--- src/rtl/i3c_rdpec_pkg.sv ---
package i3c_rdpec_pkg;

    typedef enum logic [2:0] {
        PH_IDLE,
        PH_WREG,
        PH_WCMD,
        PH_WPEC,
        PH_WDONE,
        PH_READ,
        PH_REND,
        PH_SKIP
    } phase_e;

    localparam logic [7:0] LEN_CMD_ONE = 8'h00;
    localparam logic [7:0] LEN_CMD_TWO = 8'h01;

    typedef struct packed {
        phase_e     ph;
        logic [7:0] ptr;
        logic [7:0] cmd;
        logic       wr_ok;
        logic [1:0] cnt;
        logic [1:0] len;
        logic       resp_v;
        logic       resp_ack;
        logic       rd_v;
        logic [7:0] rd_data;
        logic       rd_t;
    } ctl_t;

    // One byte through a CRC-8 register, most significant bit first.
    function automatic logic [7:0] crc8_step(input logic [7:0] crc,
                                             input logic [7:0] din,
                                             input logic [7:0] poly);
        logic [7:0] c;
        c = crc ^ din;
        for (int i = 0; i < 8; i++) begin
            c = c[7] ? ((c << 1) ^ poly) : (c << 1);
        end
        return c;
    endfunction

endpackage

--- src/rtl/pec_crc8.sv ---
module pec_crc8 #(
    parameter logic [7:0] POLY = 8'h07
) (
    input  logic       clk,
    input  logic       rst_n,
    input  logic       seed,
    input  logic       step,
    input  logic [7:0] din,
    output logic [7:0] crc
);
    import i3c_rdpec_pkg::*;

    logic [7:0] crc_d, crc_q;

    always_comb begin
        crc_d = crc_q;
        if (seed) begin
            crc_d = crc8_step(8'h00, din, POLY);
        end else if (step) begin
            crc_d = crc8_step(crc_q, din, POLY);
        end
    end

    always_ff @(posedge clk or negedge rst_n) begin
        if (!rst_n) crc_q <= 8'h00;
        else        crc_q <= crc_d;
    end

    assign crc = crc_q;

endmodule

--- src/rtl/err_sticky.sv ---
module err_sticky #(
    parameter int NFLAG = 2
) (
    input  logic             clk,
    input  logic             rst_n,
    input  logic [NFLAG-1:0] set,
    input  logic [NFLAG-1:0] clr,
    output logic [NFLAG-1:0] flags
);
    logic [NFLAG-1:0] flag_d, flag_q;

    for (genvar g = 0; g < NFLAG; g++) begin : g_flag
        always_comb begin
            flag_d[g] = flag_q[g];
            if (clr[g]) flag_d[g] = 1'b0;
            if (set[g]) flag_d[g] = 1'b1;
        end

        AST_FLAG_HOLDS: assert property (@(posedge clk) disable iff (!rst_n)
            (flag_q[g] && !clr[g]) |=> flag_q[g]);
        AST_FLAG_CLEARS: assert property (@(posedge clk) disable iff (!rst_n)
            (clr[g] && !set[g]) |=> !flag_q[g]);
    end

    always_ff @(posedge clk or negedge rst_n) begin
        if (!rst_n) flag_q <= '0;
        else        flag_q <= flag_d;
    end

    assign flags = flag_q;

endmodule

--- src/rtl/i3c_rdpec_target.sv ---
module i3c_rdpec_target #(
    parameter logic [6:0] TGT_ADDR   = 7'h2A,
    parameter int         DEF_RD_LEN = 2,
    parameter logic [7:0] PEC_POLY   = 8'h07
) (
    input  logic       clk,
    input  logic       rst_n,
    input  logic       pec_en,
    input  logic       ev_start,
    input  logic       ev_rstart,
    input  logic       ev_stop,
    input  logic       ev_addr,
    input  logic [7:0] hdr_byte,
    input  logic       ev_wbyte,
    input  logic [7:0] wr_byte,
    input  logic       wr_par_err,
    input  logic       ev_rreq,
    input  logic [1:0] err_clr,
    output logic [7:0] rf_addr,
    input  logic [7:0] rf_rdata,
    output logic       resp_valid,
    output logic       resp_ack,
    output logic       rd_valid,
    output logic [7:0] rd_data,
    output logic       rd_tbit,
    output logic [1:0] err_status
);
    import i3c_rdpec_pkg::*;

    localparam int         NERR      = 2;
    localparam int         ERR_PAR   = 0;
    localparam int         ERR_PEC   = 1;
    localparam logic [1:0] NOPEC_LEN = 2'(DEF_RD_LEN);

    ctl_t s_d, s_q;

    logic            w_seed, w_step, r_seed, r_step;
    logic [7:0]      w_din, r_din, w_crc, r_crc;
    logic [NERR-1:0] err_set, err_q;
    logic            hit, err_any, cmd_ok;
    logic            last_data;

    assign hit     = (hdr_byte[7:1] == TGT_ADDR);
    assign err_any = |err_q;
    assign cmd_ok  = (s_q.cmd == LEN_CMD_ONE) || (s_q.cmd == LEN_CMD_TWO);
    assign rf_addr = s_q.ptr + {6'd0, s_q.cnt};

    always_comb begin
        s_d       = s_q;
        s_d.resp_v = 1'b0;
        s_d.rd_v   = 1'b0;
        w_seed    = 1'b0;
        w_step    = 1'b0;
        r_seed    = 1'b0;
        r_step    = 1'b0;
        w_din     = ev_addr ? hdr_byte : wr_byte;
        r_din     = ev_addr ? hdr_byte : rf_rdata;
        err_set   = '0;
        last_data = 1'b0;

        if (ev_stop || ev_start) begin
            s_d.ph    = PH_IDLE;
            s_d.wr_ok = 1'b0;
        end else if (ev_rstart) begin
            s_d.ph = PH_IDLE;
        end else if (ev_addr) begin
            if (!hit) begin
                s_d.ph = PH_SKIP;
            end else begin
                s_d.resp_v = 1'b1;
                if (err_any) begin
                    s_d.resp_ack = 1'b0;
                    s_d.ph       = PH_SKIP;
                end else if (!hdr_byte[0]) begin
                    s_d.resp_ack = 1'b1;
                    s_d.ph       = PH_WREG;
                    s_d.wr_ok    = 1'b0;
                    w_seed       = 1'b1;
                end else if (s_q.wr_ok && (!pec_en || cmd_ok)) begin
                    s_d.resp_ack = 1'b1;
                    s_d.ph       = PH_READ;
                    s_d.cnt      = 2'd0;
                    s_d.len      = pec_en ? ((s_q.cmd == LEN_CMD_TWO) ? 2'd2 : 2'd1)
                                          : NOPEC_LEN;
                    r_seed       = 1'b1;
                end else begin
                    s_d.resp_ack = 1'b0;
                    s_d.ph       = PH_SKIP;
                end
            end
        end else if (ev_wbyte) begin
            if ((s_q.ph == PH_WREG) || (s_q.ph == PH_WCMD) || (s_q.ph == PH_WPEC)) begin
                err_set[ERR_PAR] = wr_par_err;
            end
            case (s_q.ph)
                PH_WREG: begin
                    s_d.ptr = wr_byte;
                    w_step  = 1'b1;
                    if (pec_en) begin
                        s_d.ph = PH_WCMD;
                    end else begin
                        s_d.ph    = PH_WDONE;
                        s_d.wr_ok = 1'b1;
                    end
                end
                PH_WCMD: begin
                    s_d.cmd = wr_byte;
                    w_step  = 1'b1;
                    s_d.ph  = PH_WPEC;
                end
                PH_WPEC: begin
                    err_set[ERR_PEC] = (wr_byte != w_crc);
                    s_d.ph           = PH_WDONE;
                    s_d.wr_ok        = 1'b1;
                end
                default: ;
            endcase
        end else if (ev_rreq && (s_q.ph == PH_READ)) begin
            s_d.rd_v = 1'b1;
            if (s_q.cnt < s_q.len) begin
                last_data   = ((s_q.cnt + 2'd1) == s_q.len);
                s_d.rd_data = rf_rdata;
                s_d.rd_t    = pec_en ? 1'b1 : !last_data;
                s_d.cnt     = s_q.cnt + 2'd1;
                r_step      = 1'b1;
                if (!pec_en && last_data) s_d.ph = PH_REND;
            end else begin
                s_d.rd_data = r_crc;
                s_d.rd_t    = 1'b0;
                s_d.ph      = PH_REND;
            end
        end
    end

    always_ff @(posedge clk or negedge rst_n) begin
        if (!rst_n) begin
            s_q <= '{ph: PH_IDLE, ptr: 8'h00, cmd: 8'h00, wr_ok: 1'b0, cnt: 2'd0,
                     len: 2'd0, resp_v: 1'b0, resp_ack: 1'b0, rd_v: 1'b0,
                     rd_data: 8'h00, rd_t: 1'b0};
        end else begin
            s_q <= s_d;
        end
    end

    pec_crc8 #(.POLY(PEC_POLY)) u_wcrc (
        .clk  (clk),
        .rst_n(rst_n),
        .seed (w_seed),
        .step (w_step),
        .din  (w_din),
        .crc  (w_crc)
    );

    pec_crc8 #(.POLY(PEC_POLY)) u_rcrc (
        .clk  (clk),
        .rst_n(rst_n),
        .seed (r_seed),
        .step (r_step),
        .din  (r_din),
        .crc  (r_crc)
    );

    err_sticky #(.NFLAG(NERR)) u_err (
        .clk  (clk),
        .rst_n(rst_n),
        .set  (err_set),
        .clr  (err_clr),
        .flags(err_q)
    );

    assign resp_valid = s_q.resp_v;
    assign resp_ack   = s_q.resp_ack;
    assign rd_valid   = s_q.rd_v;
    assign rd_data    = s_q.rd_data;
    assign rd_tbit    = s_q.rd_t;
    assign err_status = err_q;

    AST_RESP_FROM_HDR: assert property (@(posedge clk) disable iff (!rst_n)
        resp_valid |-> $past(ev_addr));
    AST_ERR_REFUSES: assert property (@(posedge clk) disable iff (!rst_n)
        (ev_addr && hit && (|err_status) && !ev_stop && !ev_start && !ev_rstart)
        |=> (resp_valid && !resp_ack));
    AST_RD_FROM_REQ: assert property (@(posedge clk) disable iff (!rst_n)
        rd_valid |-> $past(ev_rreq));
    AST_NONE_AFTER_LAST: assert property (@(posedge clk) disable iff (!rst_n)
        (rd_valid && !rd_tbit) |=> !rd_valid);

endmodule

--- config.mk ---
export PLATFORM = sky130hd
export DESIGN_NAME = i3c_rdpec_target
export DESIGN_NICKNAME = d
export VERILOG_FILES = /design/src/rtl/i3c_rdpec_pkg.sv /design/src/rtl/pec_crc8.sv /design/src/rtl/err_sticky.sv /design/src/rtl/i3c_rdpec_target.sv
export SDC_FILE = /design/constraint.sdc
export NUM_CORES = 1
export LEC_CHECK = 0
export ABC_AREA = 1
export BUFFER_PORTS_ARGS = -buffer_cell sky130_fd_sc_hd__buf_2
export CORE_UTILIZATION = 54
export CTS_BUF_LIST = sky130_fd_sc_hd__clkbuf_4
export DETAILED_ROUTE_END_ITERATION = 7
export GPL_ROUTABILITY_DRIVEN = 1
export HOLD_SLACK_MARGIN = 0.05
export PLACE_DENSITY_LB_ADDON = 0.05
export SYNTH_ARGS = -nofsm -noshare
export SYNTH_HDL_FRONTEND = slang
export SYNTH_SLANG_ARGS = --single-unit
--- constraint.sdc ---
create_clock -name clk -period 1.9 [get_ports clk]
set_input_delay 0.095 -clock clk [delete_from_list [all_inputs] [get_ports clk]]
set_output_delay 0.095 -clock clk [all_outputs]
set_load 0.005 [all_outputs]
-- Yosys cells after proc, flatten, opt, wreduce, memory -nomap -nowiden
Index checks and enable logic that the tools add are counted.
- $mul: 0
- add/sub/neg operators: 2
- magnitude comparators: 1
- shift-type cells: 0
- reduce and logical (&&, ||, !) cells: 30
- multiplexer cells: 112
- div/mod/pow operators: 0
- bitwise operators: 39
- eq/ne operators: 20
- operators by type and width (operator ; count):
    $mux 3 ; 44
    $not 3->3 ; 32
    $mux 8 ; 8
    $mux 1 ; 36
    $mux 17 ; 2
    $mux 10 ; 3
    $mux 2 ; 10
    $xor 8x8->8 ; 2
    $reduce_and 5->1 ; 3
    $reduce_and 7->1 ; 2
    $mux 12 ; 1
    $mux 4 ; 3
    $reduce_bool 2->1 ; 6
    $mux 9 ; 1
    $pmux 3 s3 ; 1
    $reduce_and 9->1 ; 1
    $add 8x2->8 ; 1
    $eq 8x1->1 const B ; 1
    $logic_not 8->1 ; 1
    $ne 2x1->1 const B ; 4
    $ne 8x8->1 ; 1
    $eq 7x6->1 const B ; 1
    $mux 7 ; 1
    $ne 7x3->1 const B ; 1
    other kinds (23) ; 38
- latch bits: 0
- bits in writable memories: 0
- word-level logic and storage cells: 219
- output and inout bits: 22
- memories kept: 0
- bits in registers: 54
- input port bits: 36
- memory bits (read-only): 0

-- Logic depth before layout (Yosys ltp)
Gate-level depths: netlist of the first run.
- word-level depth: 20
- depth in mapped cells: 16
- mapped depth without buffers: 14

-- Modules after synthesis
Synthesis of the first run repeated with hierarchy kept, for this count alone.
- cells, all modules: 607
- area, all modules: 4190.3 µm²
- modules (own cells, without submodules) (module ; seq. area each (µm²) ; instances ; cells each ; area an instance (µm²)):
    i3c_rdpec_target ; 900.9 ; 1 ; 324 ; 2407.3
    pec_crc8 at u_wcrc ; 200.2 ; 1 ; 144 ; 878.3
    pec_crc8 at u_rcrc ; 200.2 ; 1 ; 129 ; 824.5
    err_sticky ; 50.0 ; 1 ; 10 ; 80.1

-- Least setup slack after synthesis of the first run
Ideal clock, no wire load.
- path type: register to register
- start: reg s_q[15] in the netlist's numbering
- end: reg s_q[14] in the netlist's numbering
- setup slack: 0.056 ns
- stages on the path, launching flop included: 8
- path buffers: 0
- library setup time: 0.120 ns
- clock period less this slack: 1.844 ns
- required time: 1.780 ns
- arrival time: 1.725 ns
- path through: dfrtp_1 ha_1 a21oi_4 clkinv_1 o21ai_0 nand3_1 o21ai_0 inv_1
- longest elaborated chain between the ends: 3
- ends and longest elaborated chain (item ; RTL line ; text):
    start: declaration ; i3c_rdpec_target.sv:35 ; ctl_t s_d, s_q;
    start signal: assignment ; i3c_rdpec_target.sv:137 ; s_q <= '{ph: PH_IDLE, ptr: 8'h00, cmd: 8'h00, wr_ok: 1'b0, cnt: 2'd0,
    $lt 2x2->1 ; i3c_rdpec_target.sv:120 ; if (s_q.cnt < s_q.len) begin
    $reduce_bool 2->1 (no line) ; -- ;
    $reduce_and 9->1 (no line) ; -- ;
Every way passes these cells.
A chain may end at the register's enable or synchronous reset.

-- Worst setup path in the final report of the first run
- start: reg s_q[14] in the netlist's numbering
- end: out rf_addr[6]
- longest elaborated chain between the ends: 1
- ends and longest elaborated chain (item ; RTL line ; text):
    $add 8x2->8 ; i3c_rdpec_target.sv:46 ; assign rf_addr = s_q.ptr + {6'd0, s_q.cnt};
    end: declaration ; i3c_rdpec_target.sv:19 ; output logic [7:0] rf_addr,
Every way passes these cells.

==> results.ini, run 1 <==
[critical_path]
slowest_stage=dfrtp_1
cp.arrival_ps=1810
cp_top_family=adder cells
worstPathMaxFanout=2
endpoint_kind=output pin
cp_cell_sequence=ha_2 > inv_2 > fa_2 > nor2_4 > nand3_2 > xnor2_1 > buf_2
critical_path_class=reg -> out
path_buf_inv=2
required_ps=1800
start_kind=register
slowest_delay_ps=400
ff2ff_setup_slack_ps=120

[drt]
vias=3679
vias_per_cell=5.10
wl_per_cell_um=13.6
antenna_left=0
initialDrtViolationCount=250
wl_mm=9.79
drc_errors=0
drt_first_pass_iters=5

[layout]
final_common_cell=nand2_1
layout.cells.non_filler=722
area_growth_pct=19.7
drive_gt1_share_pct=22.7
finalInstanceArea_mm2=0.00463
nets=666
final_cell_mix=166 x nand2_1, 66 x inv_1, 57 x buf_2, 54 x dfrtp_1
diodes=0

[sta]
fin_ws_ps=-5.64
fin_skew_ps=9.27
clock.fmax_ghz=0.525
rsz0062_at_grt=yes
setup_viol=1
timing.final.hold_violations=0
relSlewSlack_pct=63.6
slew_violations=0
worstMarginPinSlew_ps=546
min_period_ps=1910
min_period_over_period_pct=100

[logic_synthesis]
yosys.area_share.xor_xnor_pct=8.28
synthTopCellsByArea=dfrtp_1 35%, nand2_1 16%, inv_1 6.5%, nand3_1 5.8%, o21ai_0 5.7%
syn_area_mm2=0.00387
yosysSeqAreaShare_pct=35.0
synth_edf_count=0
synth_top_family_by_area=simple AND/OR/NAND/NOR gates
synth_compound_area_share_pct=11.8
ys_types=39
synth-simple-area-share_pct=32.4
muxShareOfSynthArea_pct=0
ys_async_sr_fraction_pct=100
netlist.area_leader.share_pct=35.0
syn_area_per_cell_um2=7.17
synth_cells=539
ys.flop_type=dfrtp_1
synth_warnings=0
syn_nets=580
synth_fa_ha_area_share_pct=1.81
synth-seq-cells=54
yosysTopAreaCell=dfrtp_1

[placed_design]
hpwl_mm=7.67
port_buffers=57
place_inst=691
post_dp_cell_area_mm2=0.00426
gp_congestion=0.915

[floorplanning]
rows=30
core_mm2=0.00687
io_pins=58
die_area_mm2=0.00750
start_util_pct=56.3
die_h_um=86.6
die_w_um=86.6

[global_route]
grt_pass1_wl_mm=16.2
grtUsageTotal_pct=27.8
grt_max_degree=34
grt_pass1_vias=3426
antenna_found_initial=0
globalRoute.totalOverflow=0

[min_path]
min_path_type=in -> reg

[power]
power_leakage_nw=2.46
powerDensity_mw_per_mm2=650
peakVddDrop_v=0.000412

[cts]
htreeDepth=2
clk_latency_ps=370
clk_pin_slew_worst_paths_ps=160
cts_sinks=54
cts_root_buf=clkbuf_4
cts.path.max_buffers=2
cts_buffers=5
cts_tree=yes

[outcome]
violations=setup timing
status=complete, but fails checks

[run]
maxCapViolations=0

## worst register-to-register path: stages, from the launching register on
cell and delay [ps]:
dfrtp_1 420, buf_4 140, ha_1 300, a21oi_4 170, inv_2 70, o21ai_0 150, nand3_1 170, o21ai_0 210
inv_1 50
## where the power goes
group          switching (mW)  internal, mW  total, mW  leakage, nW
Clock                   0.382         0.293      0.674       0.0419
Sequential             0.0702          1.22       1.29        0.700
Combinational           0.610         0.439       1.05         1.72
## layer usage
| metal | global-route usage [%] | up-vias | wire length, um |
|---|---|---|---|
| li1 | - | 1879 | - |
| met1 | 39.4 | 1672 | 4740 |
| met2 | 43.9 | 113 | 4360 |
| met3 | 3.52 | 15 | 491 |
| met4 | 9.24 | 0 | 202 |
| met5 | 0 | - | 0 |
## synthesized netlist by cell type, types with 2 or more instances
cell,count
nand2_1,166
nand3_1,45
o21ai_2,6
nor2_1,30
nand2_4,3
nand2_2,8
o22ai_1,2
xor2_2,3
nand3b_1,2
o211ai_1,6
nand4_1,6
inv_2,5
a21oi_2,2
buf_4,8
xor2_1,13
ha_1,4
buf_2,2
inv_1,67
o21ai_0,44
buf_6,4
dfrtp_1,54
xnor2_1,18
nor2_4,3
a21oi_1,12
nor3_1,7
nor2_2,5
clkinv_1,2
## kinds of logic after synthesis
kind of cell / after synthesis
buffers and inverters: 90
DFF: 54
and+or+nand+nor: 280
xor gates and xnor gates: 34
AOI/OAI and AO/OA: 76
adders and majority gates: 5
## flip-flops by register name, summed over array words and instances, names as in the netlist
signal,count
resp_valid,1
u_wcrc.crc,8
rd_tbit,1
rd_data,8
rd_valid,1
s_q,24
resp_ack,1
u_rcrc.crc,8
u_err.flags,2
## cell type report
type	instances	area, um2
Fill cell	616	2240
Multi-Input combinational cell	395	2170
Sequential cell	54	1350
Timing Repair Buffer	95	623
Inverter	74	278
Tap cell	96	120
Clock buffer	6	45.0
Clock inverter	2	37.5
## what timing repair did
item | CTS | global route
hold buffers | 13 | 0
setup endpoints to repair | 5 | 26
endpoints found under the hold margin | 34 | 0
gates resized for setup | 9 | 11
setup buffers | 5 | 5
pin swaps | 7 | 3
## metrics by stage
stage | hold slack [ps] | power, mW | worst slack, ps | util, % | setup TNS, ps
after floorplan | -201 | 1.96 | 55.7 | - | 0
after global placement | 99.9 | 2.23 | 192 | 62.0 | 0
after detailed placement | 111 | 2.25 | 158 | 62.0 | 0
after CTS | 61.4 | 2.99 | -61.8 | 66.2 | -160
after global routing | 70.2 | 3.20 | -93.5 | 67.4 | -303
final | 67.9 | 3.01 | -5.64 | 67.4 | -5.64
## path summary, 6_finish.rpt
check	from	to	depth (start not counted)
setup reg to reg	s_q[15]	s_q[14]	8
hold / removal	wr_byte[7]	s_q[32]	3
min in group asynchronous	rst_n	s_q[29]	2
setup / recovery	s_q[14]	rf_addr[6]	7
hold reg to reg	rd_data[6]	rd_data[6]	2
max in group asynchronous	rst_n	s_q[33]	3
No activity file was read; power rests on OpenSTA's default activity.
==> run 2: changes to the inputs <==
CORE_ASPECT_RATIO = 2   (was unset)
==> run 2 against run 1 <==
  * The run still ends with setup timing left
  * Sequential share of layout area up 0.21 points
  * Core utilization fell by 1.2 points
  * Clock skew up 7.6 ps
  * Via count is 3.0% higher
  * Flip-flop and latch count unchanged
  * Maximum frequency fell by 5.1%
  * Die area up 0.27%
  * Routed wire length increased by 9.7%
  * Hold slack worse by 1.9 ps
  * Largest power group unchanged
==> results.ini, run 2 (synthesis gave the netlist of run 1 again) <==
[drt]
drt_first_pass_iters=4  ; -1
antenna_left=0  ; unchanged
vias=3791  ; +3.0%
vias_per_cell=5.29  ; +3.8%
wl_per_cell_um=15.0  ; +10%
drc_errors=0  ; unchanged
wl_mm=10.7  ; +9.7%
initialDrtViolationCount=263  ; +5.2%

[sta]
timing.setup.tns_ps=-180  ; -174 ps
fin_ws_ps=-108  ; -102 ps
min_period_ps=2010  ; +102 ps
slew_violations=0  ; unchanged
fin_skew_ps=16.9  ; +7.64 ps
clock.fmax_ghz=0.498  ; -5.1%
rsz0062_at_grt=yes
timing.final.hold_violations=0  ; unchanged
min_period_over_period_pct=106  ; +5.4 points
worstMarginPinSlew_ps=698  ; +152 ps
relSlewSlack_pct=53.4  ; -10 points
setup_viol=3  ; +2
hold_ws_ps=66.0  ; -1.88 ps

[placed_design]
hpwl_mm=8.50  ; +11%
gp_congestion=0.945  ; +3.3%
post_dp_cell_area_mm2=0.00422  ; -0.82%
place_ws_ps=76.6  ; -81.4 ps
port_buffers=57  ; unchanged
place_inst=683  ; -1.2%

[run]
maxCapViolations=0  ; unchanged

[global_route]
grtUsageTotal_pct=31.3  ; +3.6 points
grt_max_degree=55  ; +62%
antenna_found_initial=1  ; +1
globalRoute.totalOverflow=0  ; unchanged
grt_pass1_wl_mm=17.1  ; +6.1%
grt_pass1_vias=3750  ; +9.5%

[cts]
htreeDepth=2  ; unchanged
cts_sinks=54  ; unchanged
cts_tree=yes
clk_pin_slew_worst_paths_ps=170  ; about the same
clk_latency_ps=410  ; +40 ps
cts.path.max_buffers=2  ; unchanged
cts_root_buf=clkbuf_4
cts_buffers=5  ; unchanged

[critical_path]
required_ps=1800  ; about the same
reg2regPathDepth=9  ; +1
critical_path_class=reg -> out
ff2ff_setup_slack_ps=120  ; about the same
start_kind=register
cp-endpoint=rf_addr[4]
endpoint_kind=output pin
r2r_end=s_q[34]
crit_start=s_q[14]
rr_startpoint=s_q[15]
worstPathMaxFanout=2  ; unchanged
cp.arrival_ps=1910  ; +100 ps

[layout]
nets=666  ; unchanged
final_cell_mix=166 x nand2_1, 66 x inv_1, 57 x buf_2, 54 x dfrtp_1, 44 x nand3_1
largest_reg_flops=24  ; unchanged
area_growth_pct=18.9
largest_register=s_q
finalInstanceArea_mm2=0.00460  ; -0.73%
drive_gt1_share_pct=22.0  ; -0.64 points
layout.cells.non_filler=717  ; -0.69%
final_common_cell=nand2_1
nFillCells=624  ; +1.3%
fin_util_pct=66.2  ; -1.2 points

[floorplanning]
die_area_mm2=0.00752  ; +0.27%
die_w_um=61.8  ; -29%
die_h_um=122  ; +40%
rows=43  ; +43%
io_pins=58  ; unchanged
core_mm2=0.00694  ; +1.0%
start_util_pct=55.7  ; -0.58 points

[outcome]
violations=setup timing
status=complete, but fails checks

[power]
power_leakage_nw=2.44  ; -0.78%
power.total_mw=2.90  ; -3.5%
powerDensity_mw_per_mm2=632  ; -2.8%
peakVddDrop_v=0.000563  ; +37%

[min_path]
min_path_type=in -> reg

-- run 2: worst max-delay path, stage by stage, from the launching register on --
cell     delay [ps]
dfrtp_1         450
ha_4            160
inv_2            30
fa_2            360
nor2_4          130
xor2_1          220
buf_2           150
-- run 2: area by class of cell --
class,count,area (um2),share of cell area (%)
Antenna cell,1,2.50,0.0545
Clock buffer,5,37.5,0.817
Clock inverter,3,21.3,0.463
Inverter,74,278,6.04
Multi-Input combinational cell,395,2170,47.3
Sequential cell,54,1350,29.4
Tap cell,90,113,2.45
Timing Repair Buffer,95,618,13.4
-- run 2: routing by layer --
layer / up-vias / part of all wire, % / track usage [%] / routed length (um)
met5: - / 0 / 0 / 0
met4: 0 / 4.6 / 16.1 / 497
met3: 29 / 2.4 / 3.82 / 260
met2: 85 / 58 / 58.9 / 6200
met1: 1800 / 35 / 31.1 / 3790
li1: 1877 / - / - / -
-- run 2: report_power, final --
part | internal (mW) | total, mW | switching, mW
combinational | 0.447 | 1.06 | 0.617
clock | 0.146 | 0.549 | 0.403
sequential | 1.22 | 1.29 | 0.0747
-- run 2: worst min path at each step --
stage           startpoint    endpoint  slack (ps)  cells after the start
6_report       rf_rdata[0]  rd_data[0]          70                      3
5_1_grt         wr_byte[5]     s_q[30]          60                      3
4_1_cts         wr_byte[5]     s_q[30]          60                      3
3_5_place_dp         rst_n     s_q[12]         280                      2
3_3_place_gp         rst_n     rd_tbit         270                      2
2_1_floorplan        rst_n  rd_data[0]        -200                      0
-- run 2: what timing repair did --
action / 4_1_cts / 5_1_grt
gates resized for setup: 10 / 10
setup endpoints to repair: 4 / 25
buffers inserted: 5 / 4
cloned: 0 / 0
hold buffers: 16 / 0
pin swaps: 7 / 5
hold endpoints to repair: 72 / 0
